### config.mk
export PLATFORM = sky130hd
export DESIGN_NAME = i2c_slave_csr
export DESIGN_NICKNAME = d
export VERILOG_FILES = /design/src/rtl/i2cs_pkg.sv /design/src/rtl/i2cs_line_sync.sv /design/src/rtl/i2cs_link.sv /design/src/rtl/i2cs_csr_bank.sv /design/src/rtl/i2c_slave_csr.sv
export SDC_FILE = /design/constraint.sdc
export NUM_CORES = 1
export LEC_CHECK = 0
export BUFFER_PORTS_ARGS = -buffer_cell sky130_fd_sc_hd__buf_2
export CAP_MARGIN = 20
export CORE_ASPECT_RATIO = 0.9
export CORE_MARGIN = 2
export CORE_UTILIZATION = 44
export CTS_CLUSTER_DIAMETER = 30
export DETAILED_ROUTE_END_ITERATION = 8
export PLACE_DENSITY = 0.68
export SETUP_SLACK_MARGIN = 0.05
export SLEW_MARGIN = 10
export SYNTH_ARGS = -nofsm -noshare
export SYNTH_HDL_FRONTEND = slang
export SYNTH_HIERARCHICAL = 1
export SYNTH_SLANG_ARGS = --single-unit
### constraint.sdc
create_clock -name clk -period 5.1 [get_ports clk]
set_input_delay 0.255 -clock clk [delete_from_list [all_inputs] [get_ports clk]]
set_output_delay 0.255 -clock clk [all_outputs]
set_load 0.05 [all_outputs]
### src/rtl/i2cs_pkg.sv
package i2cs_pkg;

  typedef enum logic [3:0] {
    LK_IDLE,
    LK_ADDR,
    LK_ACKW,
    LK_ACK,
    LK_RX,
    LK_TX,
    LK_TXACK,
    LK_TXEND,
    LK_SKIP
  } link_state_t;

  localparam logic [1:0] SEL_CSR  = 2'd0;
  localparam logic [1:0] SEL_DATA = 2'd1;
  localparam logic [1:0] SEL_OWN  = 2'd2;
  localparam logic [1:0] SEL_SRST = 2'd3;

  localparam int B_SELTX = 4;
  localparam int B_ACKLV = 3;
  localparam int B_WAKE  = 1;

  function automatic logic is_start(input logic scl_now, input logic scl_old,
                                    input logic sda_now, input logic sda_old);
    return scl_now & scl_old & sda_old & ~sda_now;
  endfunction

  function automatic logic is_stop(input logic scl_now, input logic scl_old,
                                   input logic sda_now, input logic sda_old);
    return scl_now & scl_old & ~sda_old & sda_now;
  endfunction

  function automatic logic [7:0] csr_pack(input logic done, input logic match,
                                          input logic busy, input logic seltx,
                                          input logic acklv, input logic dir,
                                          input logic wake_en, input logic rxnack);
    return {done, match, busy, seltx, acklv, dir, wake_en, rxnack};
  endfunction

endpackage

### src/rtl/i2cs_line_sync.sv
module i2cs_line_sync #(
  parameter int STAGES = 2
) (
  input  logic clk,
  input  logic rst_n,
  input  logic scl_in,
  input  logic sda_in,
  output logic sda_s,
  output logic scl_rise,
  output logic scl_fall,
  output logic start_ev,
  output logic stop_ev
);
  import i2cs_pkg::*;

  localparam int NLINES = 2;

  logic [NLINES-1:0] raw;
  logic [NLINES-1:0] synced;
  logic [NLINES-1:0] prev;

  assign raw = {sda_in, scl_in};

  for (genvar g = 0; g < NLINES; g++) begin : g_line
    logic [STAGES-1:0] pipe;
    always_ff @(posedge clk or negedge rst_n) begin
      if (!rst_n) begin
        pipe    <= '1;
        prev[g] <= 1'b1;
      end else begin
        pipe    <= {pipe[STAGES-2:0], raw[g]};
        prev[g] <= pipe[STAGES-1];
      end
    end
    assign synced[g] = pipe[STAGES-1];
  end

  logic scl_s;
  assign scl_s    = synced[0];
  assign sda_s    = synced[1];
  assign scl_rise = scl_s & ~prev[0];
  assign scl_fall = ~scl_s & prev[0];
  assign start_ev = is_start(scl_s, prev[0], sda_s, prev[1]);
  assign stop_ev  = is_stop(scl_s, prev[0], sda_s, prev[1]);

endmodule

### src/rtl/i2cs_link.sv
module i2cs_link #(
  parameter int DATA_W = 8,
  parameter int ADDR_W = DATA_W - 1
) (
  input  logic              clk,
  input  logic              rst_n,
  input  logic              soft_rst,
  input  logic              scl_rise,
  input  logic              scl_fall,
  input  logic              sda_s,
  input  logic              start_ev,
  input  logic              stop_ev,
  input  logic [ADDR_W-1:0] own_addr,
  input  logic              sel_tx,
  input  logic              tx_ack,
  input  logic [DATA_W-1:0] tx_data,
  output logic              sda_oe,
  output logic              addr_ev,
  output logic              addr_hit,
  output logic              addr_rw,
  output logic              rx_done_ev,
  output logic [DATA_W-1:0] rx_byte,
  output logic              tx_done_ev,
  output logic              nack_ev,
  output logic              nack_val,
  output logic              shift_begin_ev
);
  import i2cs_pkg::*;

  localparam int CNT_W = $clog2(DATA_W);
  localparam logic [CNT_W-1:0] LAST_BIT = CNT_W'(DATA_W - 1);

  function automatic logic addr_matches(input logic [DATA_W-1:0] b,
                                        input logic [ADDR_W-1:0] own);
    return b[DATA_W-1:1] == own;
  endfunction

  link_state_t       st;
  logic [CNT_W-1:0]  cnt;
  logic [DATA_W-1:0] shreg;
  logic              ack_lo;
  logic [DATA_W-1:0] shifted;
  logic              last;

  assign shifted = {shreg[DATA_W-2:0], sda_s};
  assign last    = (cnt == LAST_BIT);

  always_ff @(posedge clk or negedge rst_n) begin
    if (!rst_n) begin
      st             <= LK_IDLE;
      cnt            <= '0;
      shreg          <= '0;
      ack_lo         <= 1'b0;
      sda_oe         <= 1'b0;
      addr_ev        <= 1'b0;
      addr_hit       <= 1'b0;
      addr_rw        <= 1'b0;
      rx_done_ev     <= 1'b0;
      rx_byte        <= '0;
      tx_done_ev     <= 1'b0;
      nack_ev        <= 1'b0;
      nack_val       <= 1'b0;
      shift_begin_ev <= 1'b0;
    end else begin
      addr_ev        <= 1'b0;
      rx_done_ev     <= 1'b0;
      tx_done_ev     <= 1'b0;
      nack_ev        <= 1'b0;
      shift_begin_ev <= 1'b0;
      if (soft_rst) begin
        st     <= LK_IDLE;
        sda_oe <= 1'b0;
        cnt    <= '0;
      end else if (start_ev) begin
        st     <= LK_ADDR;
        sda_oe <= 1'b0;
        cnt    <= '0;
      end else if (stop_ev) begin
        st     <= LK_IDLE;
        sda_oe <= 1'b0;
      end else begin
        case (st)
          LK_ADDR: if (scl_rise) begin
            shreg <= shifted;
            if (last) begin
              addr_ev  <= 1'b1;
              addr_hit <= addr_matches(shifted, own_addr);
              addr_rw  <= sda_s;
              ack_lo   <= addr_matches(shifted, own_addr);
              st       <= addr_matches(shifted, own_addr) ? LK_ACKW : LK_SKIP;
              cnt      <= '0;
            end else begin
              cnt <= cnt + 1'b1;
            end
          end
          LK_ACKW: if (scl_fall) begin
            st     <= LK_ACK;
            sda_oe <= ack_lo;
          end
          LK_ACK: if (scl_fall) begin
            shift_begin_ev <= 1'b1;
            cnt            <= '0;
            if (sel_tx) begin
              shreg  <= tx_data;
              sda_oe <= ~tx_data[DATA_W-1];
              st     <= LK_TX;
            end else begin
              sda_oe <= 1'b0;
              st     <= LK_RX;
            end
          end
          LK_RX: if (scl_rise) begin
            shreg <= shifted;
            if (last) begin
              rx_done_ev <= 1'b1;
              rx_byte    <= shifted;
              ack_lo     <= ~tx_ack;
              st         <= LK_ACKW;
              cnt        <= '0;
            end else begin
              cnt <= cnt + 1'b1;
            end
          end
          LK_TX: if (scl_fall) begin
            if (last) begin
              sda_oe     <= 1'b0;
              tx_done_ev <= 1'b1;
              st         <= LK_TXACK;
              cnt        <= '0;
            end else begin
              cnt    <= cnt + 1'b1;
              shreg  <= {shreg[DATA_W-2:0], 1'b0};
              sda_oe <= ~shreg[DATA_W-2];
            end
          end
          LK_TXACK: if (scl_rise) begin
            nack_ev  <= 1'b1;
            nack_val <= sda_s;
            st       <= sda_s ? LK_SKIP : LK_TXEND;
          end
          LK_TXEND: if (scl_fall) begin
            shift_begin_ev <= 1'b1;
            cnt            <= '0;
            shreg          <= tx_data;
            sda_oe         <= ~tx_data[DATA_W-1];
            st             <= LK_TX;
          end
          default: sda_oe <= 1'b0;
        endcase
      end
    end
  end

endmodule

### src/rtl/i2cs_csr_bank.sv
module i2cs_csr_bank #(
  parameter int DATA_W = 8,
  parameter int ADDR_W = DATA_W - 1
) (
  input  logic              clk,
  input  logic              rst_n,
  input  logic [1:0]        reg_sel,
  input  logic              reg_wr,
  input  logic [DATA_W-1:0] reg_wdata,
  output logic [DATA_W-1:0] reg_rdata,
  input  logic              start_ev,
  input  logic              stop_ev,
  input  logic              addr_ev,
  input  logic              addr_hit,
  input  logic              addr_rw,
  input  logic              rx_done_ev,
  input  logic [DATA_W-1:0] rx_byte,
  input  logic              tx_done_ev,
  input  logic              nack_ev,
  input  logic              nack_val,
  input  logic              shift_begin_ev,
  output logic              soft_rst,
  output logic [ADDR_W-1:0] own_addr,
  output logic              sel_tx,
  output logic              tx_ack,
  output logic              wake_en,
  output logic [DATA_W-1:0] tx_data,
  output logic [7:0]        status,
  output logic              irq,
  output logic              wake
);
  import i2cs_pkg::*;

  logic f_done, f_match, f_busy, f_dir, f_rxnack, wake_req;
  logic hit_ev, byte_set;

  assign soft_rst = reg_wr && (reg_sel == SEL_SRST);
  assign hit_ev   = addr_ev & addr_hit;
  assign byte_set = hit_ev | rx_done_ev | tx_done_ev;

  always_ff @(posedge clk or negedge rst_n) begin
    if (!rst_n) begin
      f_done   <= 1'b1;
      f_match  <= 1'b0;
      f_busy   <= 1'b0;
      f_dir    <= 1'b0;
      f_rxnack <= 1'b1;
      irq      <= 1'b0;
    end else if (soft_rst) begin
      f_done   <= 1'b1;
      f_match  <= 1'b0;
      f_busy   <= 1'b0;
      f_dir    <= 1'b0;
      f_rxnack <= 1'b1;
      irq      <= 1'b0;
    end else if (start_ev) begin
      f_done  <= 1'b0;
      f_match <= 1'b0;
      f_busy  <= 1'b1;
      irq     <= 1'b0;
    end else if (stop_ev) begin
      f_match <= 1'b0;
      f_busy  <= 1'b0;
      irq     <= 1'b0;
    end else begin
      irq <= byte_set;
      if (byte_set) f_done <= 1'b1;
      else if (shift_begin_ev) f_done <= 1'b0;
      if (hit_ev) begin
        f_match <= 1'b1;
        f_dir   <= addr_rw;
      end
      if (nack_ev) f_rxnack <= nack_val;
    end
  end

  always_ff @(posedge clk or negedge rst_n) begin
    if (!rst_n) begin
      sel_tx   <= 1'b0;
      tx_ack   <= 1'b0;
      wake_en  <= 1'b0;
      tx_data  <= '0;
      own_addr <= '0;
    end else if (reg_wr) begin
      case (reg_sel)
        SEL_CSR: begin
          sel_tx  <= reg_wdata[B_SELTX];
          tx_ack  <= reg_wdata[B_ACKLV];
          wake_en <= reg_wdata[B_WAKE];
        end
        SEL_DATA: tx_data  <= reg_wdata;
        SEL_OWN:  own_addr <= reg_wdata[ADDR_W-1:0];
        default: ;
      endcase
    end
  end

  always_ff @(posedge clk or negedge rst_n) begin
    if (!rst_n) wake_req <= 1'b0;
    else if (!wake_en) wake_req <= 1'b0;
    else if (hit_ev && !soft_rst) wake_req <= 1'b1;
  end

  assign wake   = wake_req & wake_en;
  assign status = csr_pack(f_done, f_match, f_busy, sel_tx, tx_ack, f_dir, wake_en, f_rxnack);

  always_comb begin
    case (reg_sel)
      SEL_CSR:  reg_rdata = status;
      SEL_DATA: reg_rdata = rx_byte;
      SEL_OWN:  reg_rdata = {{(DATA_W-ADDR_W){1'b0}}, own_addr};
      default:  reg_rdata = '0;
    endcase
  end

endmodule

### src/rtl/i2c_slave_csr.sv
module i2c_slave_csr #(
  parameter int SYNC_STAGES = 2,
  parameter int DATA_W      = 8
) (
  input  logic              clk,
  input  logic              rst_n,
  input  logic [1:0]        reg_sel,
  input  logic              reg_wr,
  input  logic [DATA_W-1:0] reg_wdata,
  output logic [DATA_W-1:0] reg_rdata,
  output logic              irq,
  output logic              wake,
  input  logic              scl_in,
  input  logic              sda_in,
  output logic              sda_oe
);
  localparam int ADDR_W = DATA_W - 1;

  logic sda_s, scl_rise, scl_fall, start_ev, stop_ev;
  logic soft_rst, sel_tx, tx_ack, wake_en;
  logic addr_ev, addr_hit, addr_rw, rx_done_ev, tx_done_ev;
  logic nack_ev, nack_val, shift_begin_ev;
  logic [ADDR_W-1:0] own_addr;
  logic [DATA_W-1:0] tx_data, rx_byte;
  logic [7:0]        status;

  i2cs_line_sync #(.STAGES(SYNC_STAGES)) u_sync (
    .clk(clk), .rst_n(rst_n), .scl_in(scl_in), .sda_in(sda_in),
    .sda_s(sda_s), .scl_rise(scl_rise), .scl_fall(scl_fall),
    .start_ev(start_ev), .stop_ev(stop_ev)
  );

  i2cs_link #(.DATA_W(DATA_W), .ADDR_W(ADDR_W)) u_link (
    .clk(clk), .rst_n(rst_n), .soft_rst(soft_rst),
    .scl_rise(scl_rise), .scl_fall(scl_fall), .sda_s(sda_s),
    .start_ev(start_ev), .stop_ev(stop_ev), .own_addr(own_addr),
    .sel_tx(sel_tx), .tx_ack(tx_ack), .tx_data(tx_data),
    .sda_oe(sda_oe), .addr_ev(addr_ev), .addr_hit(addr_hit), .addr_rw(addr_rw),
    .rx_done_ev(rx_done_ev), .rx_byte(rx_byte), .tx_done_ev(tx_done_ev),
    .nack_ev(nack_ev), .nack_val(nack_val), .shift_begin_ev(shift_begin_ev)
  );

  i2cs_csr_bank #(.DATA_W(DATA_W), .ADDR_W(ADDR_W)) u_csr (
    .clk(clk), .rst_n(rst_n), .reg_sel(reg_sel), .reg_wr(reg_wr),
    .reg_wdata(reg_wdata), .reg_rdata(reg_rdata),
    .start_ev(start_ev), .stop_ev(stop_ev), .addr_ev(addr_ev),
    .addr_hit(addr_hit), .addr_rw(addr_rw), .rx_done_ev(rx_done_ev),
    .rx_byte(rx_byte), .tx_done_ev(tx_done_ev), .nack_ev(nack_ev),
    .nack_val(nack_val), .shift_begin_ev(shift_begin_ev),
    .soft_rst(soft_rst), .own_addr(own_addr), .sel_tx(sel_tx),
    .tx_ack(tx_ack), .wake_en(wake_en), .tx_data(tx_data),
    .status(status), .irq(irq), .wake(wake)
  );

endmodule

* Word level (Yosys, flattened, before mapping)
Cells that the tools add are included.
Cells by class: add/sub/neg operators 1, equality and inequality tests 40, muxes and demuxes 98, bitwise logic cells 21, reductions and logical operators 30
Operators with widths (count):
- 2-to-1 mux 1 bit | 64
- 2-to-1 mux 4 bit | 15
- 2-to-1 mux 7 bit | 6
- != test 5 x 4 -> 1 bit (second input constant) | 7
- case mux 4 bit (7 select lines) | 1
- case mux 7 bit (4 select lines) | 1
- case mux 8 bit (3 select lines) | 1
- 2-to-1 mux 3 bit | 7
- equality test 4 x 3 -> 1 bit (second input constant) | 4
- != test 5 x 3 -> 1 bit (second input constant) | 3
- AND reduction 5 bit | 3
- != test 2 bit (second input constant) | 7
- != test 2 x 1 -> 1 bit (second input constant) | 6
- != test 4 x 1 -> 1 bit (second input constant) | 3
- AND reduction 6 bit | 2
- nonzero test 4 bit | 3
- AND reduction 11 bit | 1
- inverter 1 bit | 10
- AND reduction 10 bit | 1
- nonzero test 10 bit | 1
- AND 1 bit | 9
- case mux 3 bit (3 select lines) | 1
- equality test 4 x 2 -> 1 bit (second input constant) | 2
- AND reduction 2 bit | 4
- other kinds (21) | 28
Storage, ports and cells: register bits 63, input port bits 15, output and inout bits 11, logic and storage cells 220

* Logic depth before layout (Yosys ltp)
word-level depth 8, gate-level depth with buffers 8, mapped depth without buffers 6

* Cells and area by module
Netlist, hierarchy kept.
Modules (own cells, without submodules):
- i2cs_link | instances 1, cells each 160, area each 1756.7 um^2, sequential area each 800.8 um^2
- i2cs_csr_bank | instances 1, cells each 102, area each 1219.9 um^2, sequential area each 628.1 um^2
- i2cs_line_sync | instances 1, cells each 10, area each 190.2 um^2, sequential area each 157.7 um^2

* Worst setup path after synthesis
No wires, ideal clock.
kind register to register, start register u_sync.g_line[1].pipe[1], end register u_link.shreg[0], library setup time 125 ps, arrival 2194 ps, required time 4975 ps, setup slack 2781 ps, stages on the path, launching flop included 6, buffers on the path 1, clock period less this slack 2319 ps, cell sequence dfstp_2 and4b_1 or3_1 clkbuf_1 nor4_4 mux2_2
On the way: longest elaborated chain between the ends 4, elaborated cells between the ends (all ways) 8, those cells by class mux: 2; bitwise: 5; reduce/logical: 1
RTL lines:
- start: declaration | line i2cs_line_sync.sv:25 | logic [STAGES-1:0] pipe;
- start signal: assignment | line i2cs_line_sync.sv:31 | pipe <= {pipe[STAGES-2:0], raw[g]};
- inverter 1 bit | line i2cs_pkg.sv:26 | return scl_now & scl_old & sda_old & ~sda_now;
- AND 1 bit | line i2cs_pkg.sv:26
- via start_ev | line i2c_slave_csr.sv:19 | logic sda_s, scl_rise, scl_fall, start_ev, stop_ev;
- inverter 1 bit (no line)
- AND reduction 10 bit (no line)
- end signal: assignment | line i2cs_link.sv:84 | shreg <= shifted;
- end signal: assignment | line i2cs_link.sv:104 | shreg <= tx_data;
- end signal: assignment | line i2cs_link.sv:113 | shreg <= shifted;
- end: declaration | line i2cs_link.sv:40 | logic [DATA_W-1:0] shreg;
The timed path passes the listed nets, and every way through them passes these cells. The select of a mux whose other input is x is not followed. A chain may end at the register's enable or synchronous reset.

* Final worst setup path
Same ends and word-level chain as after synthesis.

==> impl_metrics.csv <==
group,metric,value,unit
status,status,"complete, no violations",
setup_path,crit_arrival,2820,ps
timing,hold_viol_final,0,
timing,setup_viol,0,
setup_path,r2r-end,"u_link/shreg[0]",
clock_tree,clk_path_buf_depth,2,
final_layout,final_core_util,51.5,%
placement,gp_congestion,0.881,
setup_path,worstReg2RegStart,"u_sync/g_line[1].pipe[1]",
global_route,grt_overflow,0,
clock_tree,postCtsHoldBufs,0,
setup_path,cp-end-kind,"register",
setup_path,startpoint_type,"register",
final_layout,nets,311,
yosys,syn_nets,281,
clock_tree,clk_latency,330,ps
global_route,grt_pass1_wl,11000,um
detailed_routing,wl_per_cell,17.0,um
global_route,grt_pass1_vias,2110,
power_and_ir_drop,swShare,27.7,%
yosys,syn_inst,264,
placement,portBuffers,25,
setup_path,required,5310,ps
setup_path,crit_path_max_incr_delay,630,ps
detailed_routing,via_per_inst,5.61,
clock_tree,cts_made_buffers,9,
detailed_routing,dr.pass1.iters,8,
yosys,synth_area_per_cell,11.8,um2
global_route,grt_antenna_before_repair,0,
power_and_ir_drop,power_frac_seq,46.2,%
clock_tree,clock_sinks,63,
clock_tree,cts.clk_slew.worst_paths,70,ps
final_layout,ff_latch_area,1590,um2
setup_path,r2r_slack,2490,ps
global_route,grt_max_degree,64,
setup_path,crit_chain,"and4b_1 > or3_1 > nor4_4 > mux2_2",
floorplanning,start_util,44.8,%
power_and_ir_drop,p_sw,0.383,mW
final_layout,area_delta_synth_final,14.8,%
detailed_routing,vias,2201,
floorplanning,die_area,7750,um2
clock_tree,htreeDepth,3,
placement,dpl.hpwl,4640,um
timing,rsz0062_at_grt,"no",
final_layout,final_layout_size_suffix_gt1_share,33.8,%
floorplanning,rows,29,
power_and_ir_drop,p_leak,1.64,nW
power_and_ir_drop,clockPowerShare,36.5,%
floorplanning,core,6930,um2
timing,fmax,0.383,GHz
timing,period_share,51.2,%
setup_path,cp_max_fo,10,
setup_path,critPathBufInv,0,
detailed_routing,antenna_left,0,
power_and_ir_drop,p_int,1.00,mW
timing,max_slew_margin,47.1,%
clock_tree,cts_root_buf,"clkbuf_8",
timing,setup_tns,0,ps
final_layout,diodes,0,
floorplanning,die_h,83.7,um
setup_path,critPathKind,"register to register",
setup_path,reg2reg_depth,4,
timing,clock-skew-final,5.35,ps
detailed_routing,wirelength,6660,um
power_and_ir_drop,vdd_drop_max,0.175,mV
clock_tree,ctsResizeCount,0,
timing,worst_slew_pin_slew,794,ps
floorplanning,die_x,92.6,um
timing,slew_violations,0,
setup_path,path_delay_family,"simple AND/OR/NAND/NOR gates",
power_and_ir_drop,p_comb_share,17.3,%
final_layout,fin_area,3570,um2
flow_run,maxCapViolCount,0,
yosys,ys_warn_count,6,
placement,placedInstanceArea,3300,um2
final_layout,fill_cells,611,
setup_path,worst_path_max_delay_cell,"dfstp_2",
clock_tree,cts_tree,"yes",
hold_path,hp-class,"input port to async pin",
timing,post-route-min-period,2610,ps
detailed_routing,drtIter0Drc,141,
yosys,netlist_area,3110,um2
detailed_routing,drc,0,
floorplanning,pin_count,26,
global_route,track_usage,18.6,%
power_and_ir_drop,powerDensity,388,nW/um2
clock_tree,cts_setup_buffers,0,
final_layout,multi_input_area,1430,um2
registers in the layout, indices dropped and copies added, names as in the netlist, 2 cells and up:
signal              flops
u_sync/g_line.pipe      4
u_link/shreg            7
u_link/st               4
u_csr/own_addr          7
u_sync/prev             2
u_link/rx_byte          8
u_link/cnt              3
u_csr/tx_data           8
cell usage in the layout, fill, tap and decap left out, types with 3 or more instances in the layout:
cell type	instances
nand3b_1	5
nor2b_1	5
mux2_2	42
or2_2	3
nor2_1	13
nor3_1	4
nand4_1	4
o21ai_0	15
nand2_1	12
dfrtp_1	55
mux2i_1	13
buf_2	25
inv_1	11
a21oi_1	10
dfstp_2	8
clkbuf_8	12
xnor2_1	7
nand3_1	6
metrics by stage:
stage | setup WS, ps | hold WS [ps] | power [mW] | cells
after detailed placement | 2530 | 352 | 0.879 | 374
after floorplan | 2780 | -40.6 | 0.804 | 264
after global placement | 2600 | 347 | 0.873 | 374
after CTS | 2510 | 0.0288 | 1.39 | 390
final | 2490 | 88.0 | 1.38 | 392
after global routing | 2390 | 139 | 1.45 | 392
final cells by class:
class / instances / area share [%]
Inverter: 11 / 1.16
Clock inverter: 4 / 2.14
Multi-Input combinational cell: 181 / 40.0
Clock buffer: 12 / 4.63
Timing Repair Buffer: 28 / 4.28
Sequential cell: 63 / 44.5
Tap cell: 93 / 3.26
power groups by stage:
| stage | combinational (mW) | clock (mW) | sequential, mW |
|---|---|---|---|
| 4_1_cts | 0.236 | 0.519 | 0.638 |
| 3_5_place_dp | 0.232 | 0 | 0.647 |
| 3_3_place_gp | 0.228 | 0 | 0.645 |
| 6_report | 0.239 | 0.505 | 0.639 |
| 2_1_floorplan | 0.184 | 0 | 0.620 |
| 5_1_grt | 0.258 | 0.543 | 0.649 |
layer usage:
layer / vias to the layer above / part of all wire (%) / GRT usage [%] / routed length [um]
met1: 1094 / 49 / 27.7 / 3250
met5: - / 0 / 0 / 0
met3: 11 / 6.1 / 5.69 / 408
met2: 74 / 43 / 25.3 / 2890
li1: 1022 / - / - / -
met4: 0 / 1.7 / 6.92 / 114
worst register-to-register path, cell delays in order (launching register included):
cell and delay (ps):
dfstp_2 630, and4b_1 320, or3_1 530, nor4_4 610
mux2_2 410
worst max-delay path by stage:
stage                       to  cells after the start  slack [ps]                     start
6_report       u_link/shreg[0]                      4        2490  u_sync/g_line[1].pipe[1]
3_5_place_dp   u_link/shreg[0]                      4        2530  u_sync/g_line[1].pipe[1]
4_1_cts        u_link/shreg[0]                      4        2510  u_sync/g_line[1].pipe[1]
5_1_grt        u_link/shreg[0]                      4        2390  u_sync/g_line[1].pipe[1]
2_1_floorplan  u_link/shreg[0]                      5        2780  u_sync/g_line[1].pipe[1]
3_3_place_gp   u_link/shreg[4]                      4        2600  u_sync/g_line[1].pipe[1]
Power figures use the tool's default switching activity.
